==> config.mk <==
export PLATFORM = sky130hd
export DESIGN_NAME = eep_frame
export DESIGN_NICKNAME = d
export VERILOG_FILES = /design/src/rtl/eep_pkg.sv /design/src/rtl/eep_frame.sv
export SDC_FILE = /design/constraint.sdc
export NUM_CORES = 1
export LEC_CHECK = 0
export BUFFER_PORTS_ARGS = -buffer_cell sky130_fd_sc_hd__buf_2
export CAP_MARGIN = 10
export CORE_MARGIN = 1.5
export CORE_UTILIZATION = 58
export CTS_CLUSTER_SIZE = 24
export DETAILED_ROUTE_END_ITERATION = 10
export HOLD_SLACK_MARGIN = 0.02
export PLACE_DENSITY = 0.91
export SYNTH_ARGS = -nofsm -noshare
export SYNTH_HDL_FRONTEND = slang
export SYNTH_SLANG_ARGS = --single-unit
==> constraint.sdc <==
create_clock -name clk -period 6.7 [get_ports clk]
set_input_delay 0 -clock clk [delete_from_list [all_inputs] [get_ports clk]]
set_output_delay 0 -clock clk [all_outputs]
set_load 0.05 [all_outputs]
==> src/rtl/eep_pkg.sv <==
package eep_pkg;

  typedef enum logic [2:0] {
    K_NONE, K_READ, K_ERASE, K_WRITE, K_ERAL, K_WRAL, K_EWEN, K_EWDS
  } kind_t;

  typedef enum logic [2:0] {
    S_IDLE, S_HDR, S_DATA, S_READ, S_DONE
  } fst_t;

  // Opcode plus the two top address bits select the command.
  function automatic kind_t decode_op(logic [1:0] op, logic [1:0] ext);
    kind_t k;
    case (op)
      2'b10:   k = K_READ;
      2'b11:   k = K_ERASE;
      2'b01:   k = K_WRITE;
      default: begin
        case (ext)
          2'b11:   k = K_EWEN;
          2'b00:   k = K_EWDS;
          2'b10:   k = K_ERAL;
          default: k = K_WRAL;
        endcase
      end
    endcase
    return k;
  endfunction

  function automatic logic takes_data(kind_t k);
    return (k == K_WRITE) || (k == K_WRAL);
  endfunction

  function automatic logic is_program(kind_t k);
    return (k == K_ERASE) || (k == K_WRITE) || (k == K_ERAL) || (k == K_WRAL);
  endfunction

endpackage

==> src/rtl/eep_frame.sv <==
module eep_frame
  import eep_pkg::*;
#(
  parameter int ADDR_W = 7,
  parameter int WORD_W = 16
) (
  input  logic              clk,
  input  logic              rst_n,
  input  logic              cs_lvl,
  input  logic              cs_fall,
  input  logic              sk_rise,
  input  logic              di,
  input  logic              org_x16,
  input  logic              busy,
  input  logic [WORD_W-1:0] rd_word,
  output logic [ADDR_W-1:0] rd_idx,
  output logic              rd_active,
  output logic              rd_bit,
  output logic              frame_start,
  output logic              frame_idle,
  output logic              launch,
  output kind_t             l_kind,
  output logic [ADDR_W:0]   l_addr,
  output logic [WORD_W-1:0] l_data,
  output logic              l_org
);
  localparam int BA_W    = ADDR_W + 1;
  localparam int HDR_MAX = ADDR_W + 4;
  localparam int BYTE_W  = WORD_W / 2;
  localparam int CNT_MAX = (HDR_MAX > WORD_W) ? HDR_MAX : WORD_W;
  localparam int CNT_W   = $clog2(CNT_MAX + 1);

  function automatic logic [CNT_W-1:0] hdr_len(logic o);
    return o ? CNT_W'(ADDR_W + 3) : CNT_W'(ADDR_W + 4);
  endfunction

  function automatic logic [CNT_W-1:0] word_len(logic o);
    return o ? CNT_W'(WORD_W) : CNT_W'(BYTE_W);
  endfunction

  function automatic logic [ADDR_W-1:0] word_idx(logic [BA_W-1:0] a, logic o);
    return o ? a[ADDR_W-1:0] : a[BA_W-1:1];
  endfunction

  function automatic logic [BA_W-1:0] step(logic [BA_W-1:0] a, logic o);
    logic [ADDR_W-1:0] w;
    w = a[ADDR_W-1:0] + 1'b1;
    return o ? {1'b0, w} : a + 1'b1;
  endfunction

  // Left-align the selected unit so its MSB sits in the top bit.
  function automatic logic [WORD_W-1:0] align(logic [WORD_W-1:0] w,
                                              logic [BA_W-1:0] a, logic o);
    logic [BYTE_W-1:0] b;
    b = a[0] ? w[WORD_W-1:BYTE_W] : w[BYTE_W-1:0];
    return o ? w : {b, {BYTE_W{1'b0}}};
  endfunction

  fst_t                st_q;
  logic [CNT_W-1:0]    cnt_q;
  logic [HDR_MAX-1:0]  hdr_q;
  logic [WORD_W-1:0]   dat_q;
  logic [WORD_W-1:0]   rsh_q;
  logic [CNT_W-1:0]    rleft_q;
  logic                first_q;
  logic                do_q;
  logic                org_q;
  kind_t               kind_q;
  logic [BA_W-1:0]     addr_q;

  logic [HDR_MAX-1:0]  hdr_nx;
  logic [1:0]          dec_op;
  logic [1:0]          dec_ext;
  logic [BA_W-1:0]     dec_addr;
  kind_t               dec_kind;
  logic [BA_W-1:0]     fetch_addr;
  logic [WORD_W-1:0]   fetch_word;

  always_comb begin
    hdr_nx = {hdr_q[HDR_MAX-2:0], di};
    if (org_q) begin
      dec_op   = hdr_nx[ADDR_W+2:ADDR_W+1];
      dec_ext  = hdr_nx[ADDR_W:ADDR_W-1];
      dec_addr = {1'b0, hdr_nx[ADDR_W-1:0]};
    end else begin
      dec_op   = hdr_nx[ADDR_W+3:ADDR_W+2];
      dec_ext  = hdr_nx[ADDR_W+1:ADDR_W];
      dec_addr = hdr_nx[ADDR_W:0];
    end
    dec_kind = decode_op(dec_op, dec_ext);
  end

  assign fetch_addr = first_q ? addr_q : step(addr_q, org_q);
  assign rd_idx     = word_idx(fetch_addr, org_q);
  assign fetch_word = align(rd_word, fetch_addr, org_q);

  always_ff @(posedge clk or negedge rst_n) begin
    if (!rst_n) begin
      st_q        <= S_IDLE;
      cnt_q       <= '0;
      hdr_q       <= '0;
      dat_q       <= '0;
      rsh_q       <= '0;
      rleft_q     <= '0;
      first_q     <= 1'b0;
      do_q        <= 1'b0;
      org_q       <= 1'b1;
      kind_q      <= K_NONE;
      addr_q      <= '0;
      launch      <= 1'b0;
      frame_start <= 1'b0;
    end else begin
      launch      <= 1'b0;
      frame_start <= 1'b0;
      if (!cs_lvl) begin
        st_q  <= S_IDLE;
        cnt_q <= '0;
        if (cs_fall && st_q == S_DONE && !busy) launch <= 1'b1;
      end else if (sk_rise) begin
        case (st_q)
          S_IDLE: begin
            if (di && !busy) begin
              st_q        <= S_HDR;
              cnt_q       <= '0;
              hdr_q       <= '0;
              org_q       <= org_x16;
              frame_start <= 1'b1;
            end
          end
          S_HDR: begin
            hdr_q <= hdr_nx;
            cnt_q <= cnt_q + 1'b1;
            if (cnt_q + 1'b1 == hdr_len(org_q)) begin
              kind_q <= dec_kind;
              addr_q <= dec_addr;
              cnt_q  <= '0;
              if (dec_kind == K_READ) begin
                st_q    <= S_READ;
                do_q    <= 1'b0;
                rleft_q <= '0;
                first_q <= 1'b1;
              end else if (takes_data(dec_kind)) begin
                st_q  <= S_DATA;
                dat_q <= '0;
              end else begin
                st_q <= S_DONE;
              end
            end
          end
          S_DATA: begin
            dat_q <= {dat_q[WORD_W-2:0], di};
            cnt_q <= cnt_q + 1'b1;
            if (cnt_q + 1'b1 == word_len(org_q)) st_q <= S_DONE;
          end
          S_READ: begin
            if (rleft_q != '0) begin
              do_q    <= rsh_q[WORD_W-1];
              rsh_q   <= {rsh_q[WORD_W-2:0], 1'b0};
              rleft_q <= rleft_q - 1'b1;
            end else begin
              do_q    <= fetch_word[WORD_W-1];
              rsh_q   <= {fetch_word[WORD_W-2:0], 1'b0};
              rleft_q <= word_len(org_q) - 1'b1;
              addr_q  <= fetch_addr;
              first_q <= 1'b0;
            end
          end
          default: ;
        endcase
      end
    end
  end

  assign rd_active  = (st_q == S_READ);
  assign rd_bit     = do_q;
  assign frame_idle = (st_q == S_IDLE);
  assign l_kind     = kind_q;
  assign l_addr     = addr_q;
  assign l_data     = dat_q;
  assign l_org      = org_q;
endmodule

==> impl_metrics.py, run 1 <==
metrics = {
    "run_status": {
        "status": "finished with violations",
        "violations": "DRC",
    },
    "sta": {
        "fin_crit_ns": 2.92,
        "maxSlewViolCount": 0,
        "setup_violations": 0,
        "tns_ns": 0,
        "fin_hold_ws_ns": 0.0435,
        "max_freq_mhz": 342,
        "slew_headroom_pct": 23.6,
        "fin_crit_sh_pct": 43.6,
        "fin_worst_skew_ns": 0.0163,
        "fin_ws_ns": 3.78,
        "worst_slew_pin_slew_ns": 1.14,
        "hold_viol": 0,
        "rsz0062_at_grt": "false",
    },
    "floorplan": {
        "fp.dieW_um": 84.8,
        "die_h_um": 84.8,
        "row_count": 29,
        "core-area_um2": 6420,
        "start_util_pct": 60.4,
        "dieArea_um2": 7190,
        "pin_count": 64,
    },
    "global_route": {
        "overflow": 0,
        "grt_pass1_vias": 3420,
        "grt_usage_pct": 28.0,
        "grt_pass1_wl_um": 15800,
        "grt_max_degree": 71,
        "antenna_found_initial": 0,
    },
    "clock_network": {
        "clockBufferDepth": 2,
        "numCtsBuffers": 9,
        "cts-root-buf": "clkbuf_8",
        "cts_tree": "built",
        "cts-resized-gates": 0,
        "worst_setup_hold_path_clk_slew_ns": 0.08,
        "clock-sinks": 70,
        "cts.htree.levels": 3,
        "clock_latency_ns": 0.34,
    },
    "routing": {
        "drt_wl_total_um": 9690,
        "drtAntennaViolNets": 0,
        "via_count": 3417,
        "wl_per_cell_um": 18.1,
        "viasPerCell": 6.39,
        "drt_pass1_iterations": 10,
        "drc": 4,
        "initialDrtViolationCount": 399,
    },
    "finish": {
        "drive_above_1_share_pct": 21.6,
        "nNetsFinal": 483,
        "fin_cells": 535,
        "fin_util_pct": 70.8,
        "diodes": 0,
        "areaGrowthSynthToFinish_pct": 17.1,
        "final_area_um2": 4540,
    },
    "placement": {
        "gp_congestion": 0.851,
        "place_area_um2": 4180,
        "port_buffers": 63,
        "dp_hpwl_um": 6340,
        "pre_cts_ws_ns": 3.82,
        "dp_cells": 507,
    },
    "pwr": {
        "p_total_mw": 1.61,
        "ir_drop_mv": 0.184,
        "p_leak_nw": 2.14,
        "power_density_nw_per_um2": 355,
    },
    "worst_setup_path": {
        "worstPathArrival_ns": 3.14,
        "worst_r2r_endpoint": "l_data[3]$_DFFE_PN0P_",
        "reg2reg_from": "l_org$_DFFE_PN1P_",
        "critical_path_required_ns": 6.92,
        "worst-path-max-fanout": 29,
        "crit_type": "reg2reg",
        "rr_worst_depth": 7,
        "ff2ff_setup_slack_ns": 3.78,
        "cp-start-kind": "flip-flop",
        "end_kind": "flip-flop",
    },
    "job": {
        "cap_violations": 0,
    },
    "synthesis": {
        "synth_top_area_cell": "dfrtp_1",
        "synth-edff-count": 0,
        "ys_async_sr_fraction_pct": 100,
        "yosys_warnings": 0,
        "ys_seq_elements": 70,
        "yosysSeqAreaShare_pct": 45.2,
        "synth_top_area_share_pct": 44.5,
        "synthCells": 391,
        "synthesis.area_um2": 3880,
        "synth.distinct_cells": 61,
        "synth_fp_nets": 420,
        "yosys-top-cells-area": "dfrtp_1 (45%), a22o_1 (7.2%), mux2i_1 (5.2%)",
        "avgSynthCellArea_um2": 9.92,
        "yosys_most_used_dff": "dfrtp_1",
    },
    "hold_path": {
        "hold_path.class": "in2reg",
        "hold_end": "hdr_q[0]$_DFFE_PN0P_",
        "holdCritStartpoint": "di",
        "hold-path-cell-count": 2,
    },
}
kinds of logic (layout without fill, tap and decap cells):
family,Yosys count,count (layout),share of synthesized area (%)
mux,25,25,6.61
buf+inv,39,106,4.71
compound gates,121,121,24.0
fa+ha+maj,5,5,1.61
simple gates,120,120,15.4
flops,70,70,45.2
xor+xnor,11,11,2.48
how the worst max path moves through the flow:
stage                            startpoint                     end  slack [ns]  depth (start not counted)
after floorplan           l_org$_DFFE_PN1P_   l_data[0]$_DFFE_PN0P_        3.89                         10
after global placement    l_org$_DFFE_PN1P_  l_data[13]$_DFFE_PN0P_        3.98                          7
after detailed placement  l_org$_DFFE_PN1P_  l_data[11]$_DFFE_PN0P_        3.82                          7
after CTS                 l_org$_DFFE_PN1P_   l_data[3]$_DFFE_PN0P_        3.80                          7
after global routing      l_org$_DFFE_PN1P_   l_data[1]$_DFFE_PN0P_        3.62                          7
final                     l_org$_DFFE_PN1P_   l_data[3]$_DFFE_PN0P_        3.78                          7
sequential cells by signal, indices dropped and copies added, names as in the netlist, 3 cells and up:
signal	count
hdr_q	10
l_data	16
rsh_q	15
rleft_q	5
l_addr	8
st_q	3
cnt_q	5
l_kind	3
power breakdown:
group	switching (mW)	total (mW)	leakage [nW]	internal, mW
logic	0.406	0.610	1.08	0.204
clock network	0.164	0.410	0.115	0.245
registers	0.104	0.594	0.939	0.491
cell usage in the layout (no fill, tap or decap), types with 3 or more instances in the layout:
cell	n
o2bb2ai_1	4
mux2i_1	20
o211ai_1	3
nand2_1	33
xnor2_1	9
bufinv_16	3
nor2b_1	3
a31oi_1	11
and2_1	3
inv_1	12
a21oi_1	7
nor3_1	4
nand3_1	18
a211oi_1	8
clkbuf_8	9
buf_2	63
nor3b_1	3
nor2_1	30
nand2b_1	5
a21o_1	8
a22o_1	32
and3_1	4
o21ai_0	24
o31ai_1	5
mux2_2	5
ha_1	5
dfrtp_1	69
dlygate4sd3_1	13
area by class of cell:
| class | count | area, um2 |
|---|---|---|
| multi-input combinational | 282 | 1950 |
| fill | 463 | 1880 |
| sequential | 70 | 1750 |
| timing repair buffer | 78 | 460 |
| clock buffer | 9 | 124 |
| clock inverter | 6 | 111 |
| tap | 77 | 96.3 |
| inverter | 13 | 48.8 |
critical path: stages, from the launching register on:
cell and delay, ns:
dfstp_2 0.92, mux2i_1 0.25, ha_1 0.32, nand2b_1 0.18
or2_4 0.25, a2111oi_4 0.35, o21ai_2 0.25, a22o_1 0.27
metal layers:
layer / vias to the layer above / share of wire, % / track usage [%]
met2: 169 / 48 / 43.6
met3: 31 / 6.6 / 7.37
li1: 1559 / - / -
met1: 1658 / 42 / 36.7
met5: - / 0 / 0
met4: 0 / 2.9 / 13.4
synth_stat cells (9+ instances only):
cell	count
dfrtp_1	69
nand2_1	33
a22o_1	32
nor2_1	30
o21ai_0	24
mux2i_1	20
nand3_1	18
buf_2	14
inv_1	12
a31oi_1	11
clkbuf_1	9
xnor2_1	9
repair_timing:
| item | in CTS | in global routing |
|---|---|---|
| setup endpoints to repair | 0 | 0 |
| setup buffers | 0 | 0 |
| endpoints found under the hold margin | 82 | 0 |
| hold buffers | 13 | 0 |
(Power assumes the default switching activity.)
==> run 2, diff against run 1 <==
--- a/config.mk
+++ b/config.mk
@@ -8,11 +8,11 @@
 export BUFFER_PORTS_ARGS = -buffer_cell sky130_fd_sc_hd__buf_2
 export CAP_MARGIN = 10
 export CORE_MARGIN = 1.5
-export CORE_UTILIZATION = 58
+export CORE_UTILIZATION = 57
 export CTS_CLUSTER_SIZE = 24
 export DETAILED_ROUTE_END_ITERATION = 10
 export HOLD_SLACK_MARGIN = 0.02
-export PLACE_DENSITY = 0.91
+export PLACE_DENSITY = 0.9
 export SYNTH_ARGS = -nofsm -noshare
 export SYNTH_HDL_FRONTEND = slang
 export SYNTH_SLANG_ARGS = --single-unit
==> constraint.sdc (replaced) <==
create_clock -name clk -period 3.05 [get_ports clk]
set_input_delay 0 -clock clk [delete_from_list [all_inputs] [get_ports clk]]
set_output_delay 0 -clock clk [all_outputs]
set_load 0.05 [all_outputs]
==> run 2 against run 1 <==
Effect of this change:
- the flow still finishes with violations (DRC)
- count of clock-buffer cells in the layout is 1 higher
- first-iteration DRC count is 1.0% lower
- critical path depth stayed put
- combinational power is 130% higher
- maximum frequency is 21% higher
- flip-flop and latch count stayed put
- largest cell class unchanged
==> impl_metrics.py, run 2 (synthesis results as in run 1) <==
metrics = {
    "pwr": {
        "power_frac_comb_pct": 42.1,
        "ir_drop_mv": 0.392,
        "p_seq_share_pct": 37.8,
        "switchingPower_mw": 1.47,
        "p_int_mw": 1.83,
        "p_total_mw": 3.31,
        "p_leak_nw": 2.12,
        "power_density_nw_per_um2": 732,
        "switching_share_pct": 44.6,
        "power_frac_clock_pct": 20.2,
    },
    "sta": {
        "slew_headroom_pct": 41.8,
        "rsz0062_at_grt": "false",
        "fin_crit_ns": 2.42,
        "hold_viol": 0,
        "fin_crit_sh_pct": 79.4,
        "setup_violations": 0,
        "fin_worst_skew_ns": 0.0126,
        "tns_ns": 0,
        "maxSlewViolCount": 0,
        "worst_slew_pin_slew_ns": 0.873,
        "max_freq_mhz": 413,
    },
    "routing": {
        "drc": 4,
        "initialDrtViolationCount": 395,
        "viasPerCell": 6.20,
        "via_count": 3350,
        "wl_per_cell_um": 16.6,
        "drtAntennaViolNets": 0,
        "drt_pass1_iterations": 8,
        "drt_wl_total_um": 8990,
    },
    "floorplan": {
        "pin_count": 64,
        "row_count": 29,
        "start_util_pct": 60.1,
        "die_h_um": 85.5,
        "fp.dieW_um": 85.5,
        "dieArea_um2": 7310,
        "core-area_um2": 6460,
    },
    "global_route": {
        "grt_usage_pct": 26.4,
        "grt_pass1_wl_um": 15100,
        "antenna_found_initial": 0,
        "overflow": 0,
        "grt_pass1_vias": 3138,
        "grt_max_degree": 43,
    },
    "finish": {
        "mostFrequentLayoutCell": "dfrtp_1",
        "mostFrequentLayoutCells": "dfrtp_1 (69), buf_2 (63), nand2_1 (33)",
        "areaGrowthSynthToFinish_pct": 16.4,
        "largest_register_ffs": 16,
        "fillCellCount": 476,
        "diodes": 0,
        "drive_above_1_share_pct": 22.0,
        "nNetsFinal": 487,
    },
    "clock_network": {
        "cts.hold.buffers_added": 14,
        "cts.htree.levels": 3,
        "cts-resized-gates": 0,
        "postCtsSetupBuffers": 0,
        "clock-sinks": 70,
        "worst_setup_hold_path_clk_slew_ns": 0.08,
        "clockBufferDepth": 2,
        "cts_tree": "built",
        "cts-root-buf": "clkbuf_8",
        "numCtsBuffers": 9,
        "clock_latency_ns": 0.36,
    },
    "placement": {
        "gp_congestion": 0.905,
        "port_buffers": 63,
        "dp_hpwl_um": 6060,
    },
    "worst_setup_path": {
        "ff2ff_setup_slack_ns": 0.63,
        "crit_type": "reg2reg",
        "end_kind": "flip-flop",
        "worstPathArrival_ns": 2.66,
        "critical_path_required_ns": 3.29,
        "worst-path-max-fanout": 16,
        "cp-start-kind": "flip-flop",
    },
    "run_status": {
        "violations": "DRC",
        "status": "finished with violations",
    },
    "job": {
        "cap_violations": 0,
    },
    "hold_path": {
        "hold_path.class": "in2reg",
    },
}
==> run 2: cell types whose count changed in the layout (fill, tap and decap cells not counted) <==
cell / change
bufinv_16: -3
inv_6: +2
dlygate4sd3_1: +1
clkinvlp_4: +1
clkbuf_1: +1
buf_4: +3
==> run 2: stage by stage <==
stage,hold slack [ns],worst slack (ns),utilization (%),std cells,cell area [um2]
detailed placement,0.177,0.645,65.1,510,4200
floorplan,-0.296,0.241,-,391,3880
global placement,0.161,0.768,65.1,510,4200
CTS,0.0729,0.633,69.9,540,4520
global route,0.136,0.481,69.9,540,4520
finish,0.0784,0.627,69.9,540,4520
==> run 2: path summary, 6_finish.rpt <==
path,start,end,cells after the start
max in group asynchronous,rst_n,l_addr[3]$_DFFE_PN0P_,3
hold reg to reg,rsh_q[12]$_DFFE_PN0P_,rsh_q[12]$_DFFE_PN0P_,1
hold / removal,rd_word[15],rd_bit$_DFFE_PN0P_,4
setup / recovery,l_org$_DFFE_PN1P_,l_data[7]$_DFFE_PN0P_,7
setup reg to reg,l_org$_DFFE_PN1P_,l_data[7]$_DFFE_PN0P_,7
min in group asynchronous,rst_n,l_kind[1]$_DFFE_PN0P_,2
==> run 2: final cells by class <==
| class | count | area (um2) | area share, % |
|---|---|---|---|
| Clock buffer | 10 | 128 | 2.83 |
| Inverter | 13 | 48.8 | 1.08 |
| Sequential cell | 70 | 1750 | 38.8 |
| Tap cell | 77 | 96.3 | 2.13 |
| Timing Repair Buffer | 82 | 493 | 10.9 |
| Multi-Input combinational cell | 282 | 1950 | 43.2 |
| Clock inverter | 6 | 46.3 | 1.03 |
==> run 2: power groups by stage <==
stage	logic, mW	registers, mW	clock network (mW)
final	1.39	1.25	0.667
after global routing	1.49	1.27	0.717
after CTS	1.38	1.24	0.672
after detailed placement	1.36	1.26	0
after global placement	1.34	1.25	0
after floorplan	0.983	1.34	0
==> run 2: worst max-delay path: stages, from the launching register on <==
cell and delay, ns:
dfstp_2 0.58, mux2i_1 0.14, ha_1 0.30, nand2b_1 0.18
or2_4 0.25, a2111oi_4 0.35, o21ai_2 0.24, a22o_1 0.26
==> run 2: layer usage <==
metal	vias to the layer above	wire length [um]	GRT usage, %
li1	1571	-	-
met1	1597	4050	37.5
met2	157	4060	38.1
met3	25	622	6.83
met4	0	254	12.3
met5	-	0	0
==> run 3, diff against run 2 <==
--- a/config.mk
+++ b/config.mk
@@ -5,14 +5,15 @@
 export SDC_FILE = /design/constraint.sdc
 export NUM_CORES = 1
 export LEC_CHECK = 0
+export ABC_AREA = 1
 export BUFFER_PORTS_ARGS = -buffer_cell sky130_fd_sc_hd__buf_2
 export CAP_MARGIN = 10
 export CORE_MARGIN = 1.5
-export CORE_UTILIZATION = 57
+export CORE_UTILIZATION = 56
 export CTS_CLUSTER_SIZE = 24
 export DETAILED_ROUTE_END_ITERATION = 10
 export HOLD_SLACK_MARGIN = 0.02
-export PLACE_DENSITY = 0.9
+export PLACE_DENSITY = 0.88
 export SYNTH_ARGS = -nofsm -noshare
 export SYNTH_HDL_FRONTEND = slang
 export SYNTH_SLANG_ARGS = --single-unit
==> constraint.sdc (replaced) <==
create_clock -name clk -period 2.4 [get_ports clk]
set_input_delay 0 -clock clk [delete_from_list [all_inputs] [get_ports clk]]
set_output_delay 0 -clock clk [all_outputs]
set_load 0.05 [all_outputs]
==> run 3 against run 2 <==
Effect of this change:
- the run still ends with DRC left
- synthesized cell count rose by 23%
- maximum frequency up 7.4%
- sequential power is 42% higher
- count of clock-buffer cells in the layout did not move
- hold slack worse by 0.034 ns
- synthesized area shrank 2.1%
- register-to-register slack got worse by 0.48 ns
- critical endpoint is now rsh_q[12]$_DFFE_PN0P_
- largest cell class is now flip-flops and latches
- largest power group unchanged
- highest routed layer unchanged
==> impl_metrics.py, run 3 <==
metrics = {
    "run_status": {
        "status": "finished with violations",
        "violations": "DRC",
    },
    "synthesis": {
        "synth_top_area_share_pct": 45.4,
        "synthesis.area_um2": 3800,
        "yosysMostFrequentCell": "nand2_1",
        "synthCells": 480,
        "yosys_most_used_dff": "dfrtp_1",
        "synth_top_area_cell": "dfrtp_1",
        "avgSynthCellArea_um2": 7.92,
        "yosys-top-cells-area": "dfrtp_1 (45%), nand2_1 (13%), nand3_1 (5.4%)",
        "synth-edff-count": 0,
        "yosysSeqAreaShare_pct": 46.1,
        "ys_seq_elements": 70,
        "yosys_warnings": 0,
        "ys_async_sr_fraction_pct": 100,
        "synth_fp_nets": 509,
        "synth.distinct_cells": 37,
        "synthTopCellsByCount": "nand2_1 (130), dfrtp_1 (69), inv_1 (48)",
    },
    "worst_setup_path": {
        "rr_worst_depth": 8,
        "reg2reg_from": "rleft_q[0]$_DFFE_PN0P_",
        "worst-path-buf-inv": 3,
        "worstPathArrival_ns": 2.54,
        "critPathSlowestCell": "dlygate4sd3_1",
        "worstPathCellList": "inv_1, ha_1, nand2_1, nor3_4, buf_4, o211ai_1, dlygate4sd3_1, a21oi_1",
        "worst-path-max-fanout": 12,
        "max_stage_delay_ns": 0.58,
        "critical_path_required_ns": 2.68,
        "ff2ff_setup_slack_ns": 0.14,
        "crit_family": "buffers and inverters",
        "end_kind": "flip-flop",
        "crit_type": "reg2reg",
        "cp-start-kind": "flip-flop",
        "worst_r2r_endpoint": "rsh_q[12]$_DFFE_PN0P_",
    },
    "routing": {
        "viasPerCell": 5.73,
        "via_count": 3699,
        "drt_pass1_iterations": 8,
        "drc": 4,
        "initialDrtViolationCount": 385,
        "drtAntennaViolNets": 0,
        "wl_per_cell_um": 15.1,
        "drt_wl_total_um": 9720,
    },
    "global_route": {
        "grt_use_met3_pct": 5.64,
        "grt_max_degree": 71,
        "antenna_found_initial": 0,
        "grt_pass1_vias": 3387,
        "busiest_layer": "met2",
        "gr-usage-met1_pct": 37.9,
        "grt_pass1_wl_um": 15900,
        "overflow": 0,
        "grt_usage_pct": 27.5,
        "use_met2_pct": 43.0,
    },
    "sta": {
        "setup_violations": 0,
        "hold_viol": 0,
        "rsz0062_at_grt": "false",
        "fin_ws_ns": 0.144,
        "fin_crit_sh_pct": 94.0,
        "fin_crit_ns": 2.26,
        "tns_ns": 0,
        "maxSlewViolCount": 0,
        "fin_worst_skew_ns": 0.0153,
        "max_freq_mhz": 443,
        "worst_slew_pin_slew_ns": 0.380,
        "slew_headroom_pct": 74.7,
    },
    "hold_path": {
        "holdCritStartpoint": "rd_word[13]",
        "hold_path.class": "in2reg",
        "hold_end": "rsh_q[14]$_DFFE_PN0P_",
        "hold-path-cell-count": 3,
    },
    "floorplan": {
        "row_count": 29,
        "dieArea_um2": 7290,
        "pin_count": 64,
        "fp.dieW_um": 85.4,
        "core-area_um2": 6460,
        "start_util_pct": 58.8,
        "die_h_um": 85.4,
    },
    "finish": {
        "nNetsFinal": 592,
        "drive_above_1_share_pct": 22.0,
        "areaGrowthSynthToFinish_pct": 21.3,
        "largest_register_ffs": 16,
        "ff_latch_area_um2": 1750,
        "fillCellCount": 479,
        "mostFrequentLayoutCell": "nand2_1",
        "diodes": 0,
        "multi_input_area_um2": 1730,
        "mostFrequentLayoutCells": "nand2_1 (130), dfrtp_1 (69), buf_2 (63)",
    },
    "pwr": {
        "p_leak_nw": 2.40,
        "ir_drop_mv": 0.699,
        "power_density_nw_per_um2": 1320,
        "p_total_mw": 6.06,
    },
    "clock_network": {
        "numCtsBuffers": 9,
        "clock_latency_ns": 0.35,
        "clock-sinks": 70,
        "cts-root-buf": "clkbuf_8",
        "clockBufferDepth": 2,
        "cts.htree.levels": 3,
        "cts_tree": "built",
        "worst_setup_hold_path_clk_slew_ns": 0.08,
    },
    "placement": {
        "dp_hpwl_um": 6490,
        "port_buffers": 63,
        "gp_congestion": 0.889,
        "pre_cts_ws_ns": 0.280,
    },
    "job": {
        "cap_violations": 0,
    },
}
==> run 3: cell types whose count changed in the layout (fill, tap and decap cells not counted), sizes merged, moves of 9 or more <==
cell / change
o21ai: +23
nand3: +25
o22ai: +15
a22o: -32
nand2: +100
a31oi: -11
a21oi: +19
mux2i: -20
inv: +46
a211oi: -9
==> run 3: worst max-delay path by stage <==
stage,start,to,slack (ns),depth (start not counted)
2_1_floorplan,l_addr[0]$_DFFE_PN0P_,rd_idx[3],0.009,5
3_3_place_gp,l_org$_DFFE_PN1P_,l_data[10]$_DFFE_PN0P_,0.35,9
3_5_place_dp,l_org$_DFFE_PN1P_,l_data[4]$_DFFE_PN0P_,0.28,9
4_1_cts,l_org$_DFFE_PN1P_,rsh_q[12]$_DFFE_PN0P_,0.07,8
5_1_grt,rleft_q[0]$_DFFE_PN0P_,rsh_q[12]$_DFFE_PN0P_,0.06,8
6_report,rleft_q[0]$_DFFE_PN0P_,rsh_q[12]$_DFFE_PN0P_,0.14,8
==> run 3: cells by family after synthesis <==
kind of cell	synth area share, %
adders and majority gates	1.65
DFF	46.1
and+or+nand+nor	26.4
AOI/OAI and AO/OA	15.9
buffers and inverters	8.53
xor gates and xnor gates	1.38
==> run 3: worst reg2reg max path, delay by kind of cell, from the launching register on <==
family	cells	cell delay, ns
adder cells (fa/ha/maj)	1	0.20
buffers and inverters	3	0.96
AO/OA/AOI/OAI	2	0.24
AND/OR/NAND/NOR	2	0.42
flip-flops	1	0.36
==> run 3: metal layers <==
metal	vias to the layer above	part of all wire, %	routed length, um
li1	1759	-	-
met1	1731	43	4210
met2	175	47	4610
met3	34	6.5	632
met4	0	2.7	266
met5	-	0	0
==> run 3: final cells by class <==
class	count	share of cell area (%)
Multi-Input combinational cell	332	37.5
Clock buffer	10	2.77
Inverter	60	4.97
Sequential cell	70	38.0
Timing Repair Buffer	90	12.3
Clock inverter	6	2.36
Tap cell	77	2.09
==> run 3: where the power goes <==
group	leakage (nW)	switching, mW	internal [mW]
combinational	1.35	2.20	0.935
clock	0.121	0.468	0.691
sequential	0.930	0.266	1.51
total	2.40	2.93	3.14
==> run 3: per-stage QoR <==
| stage | area [um2] | hold WS (ns) | instances | utilization, % |
|---|---|---|---|---|
| floorplan | 3800 | -0.296 | 480 | - |
| CTS | 4560 | 0.0206 | 639 | 70.6 |
| global route | 4610 | 0.0545 | 645 | 71.3 |
| finish | 4610 | 0.0441 | 645 | 71.3 |
| global placement | 4180 | 0.0483 | 609 | 64.8 |
| detailed placement | 4180 | 0.0532 | 609 | 64.8 |
==> run 3: repair_timing <==
action | in CTS | in global routing
gates resized for setup | 0 | 1
endpoints found under the setup margin | 0 | 1
buffers inserted | 0 | 6
hold buffers | 14 | 0
hold endpoints to repair | 82 | 0
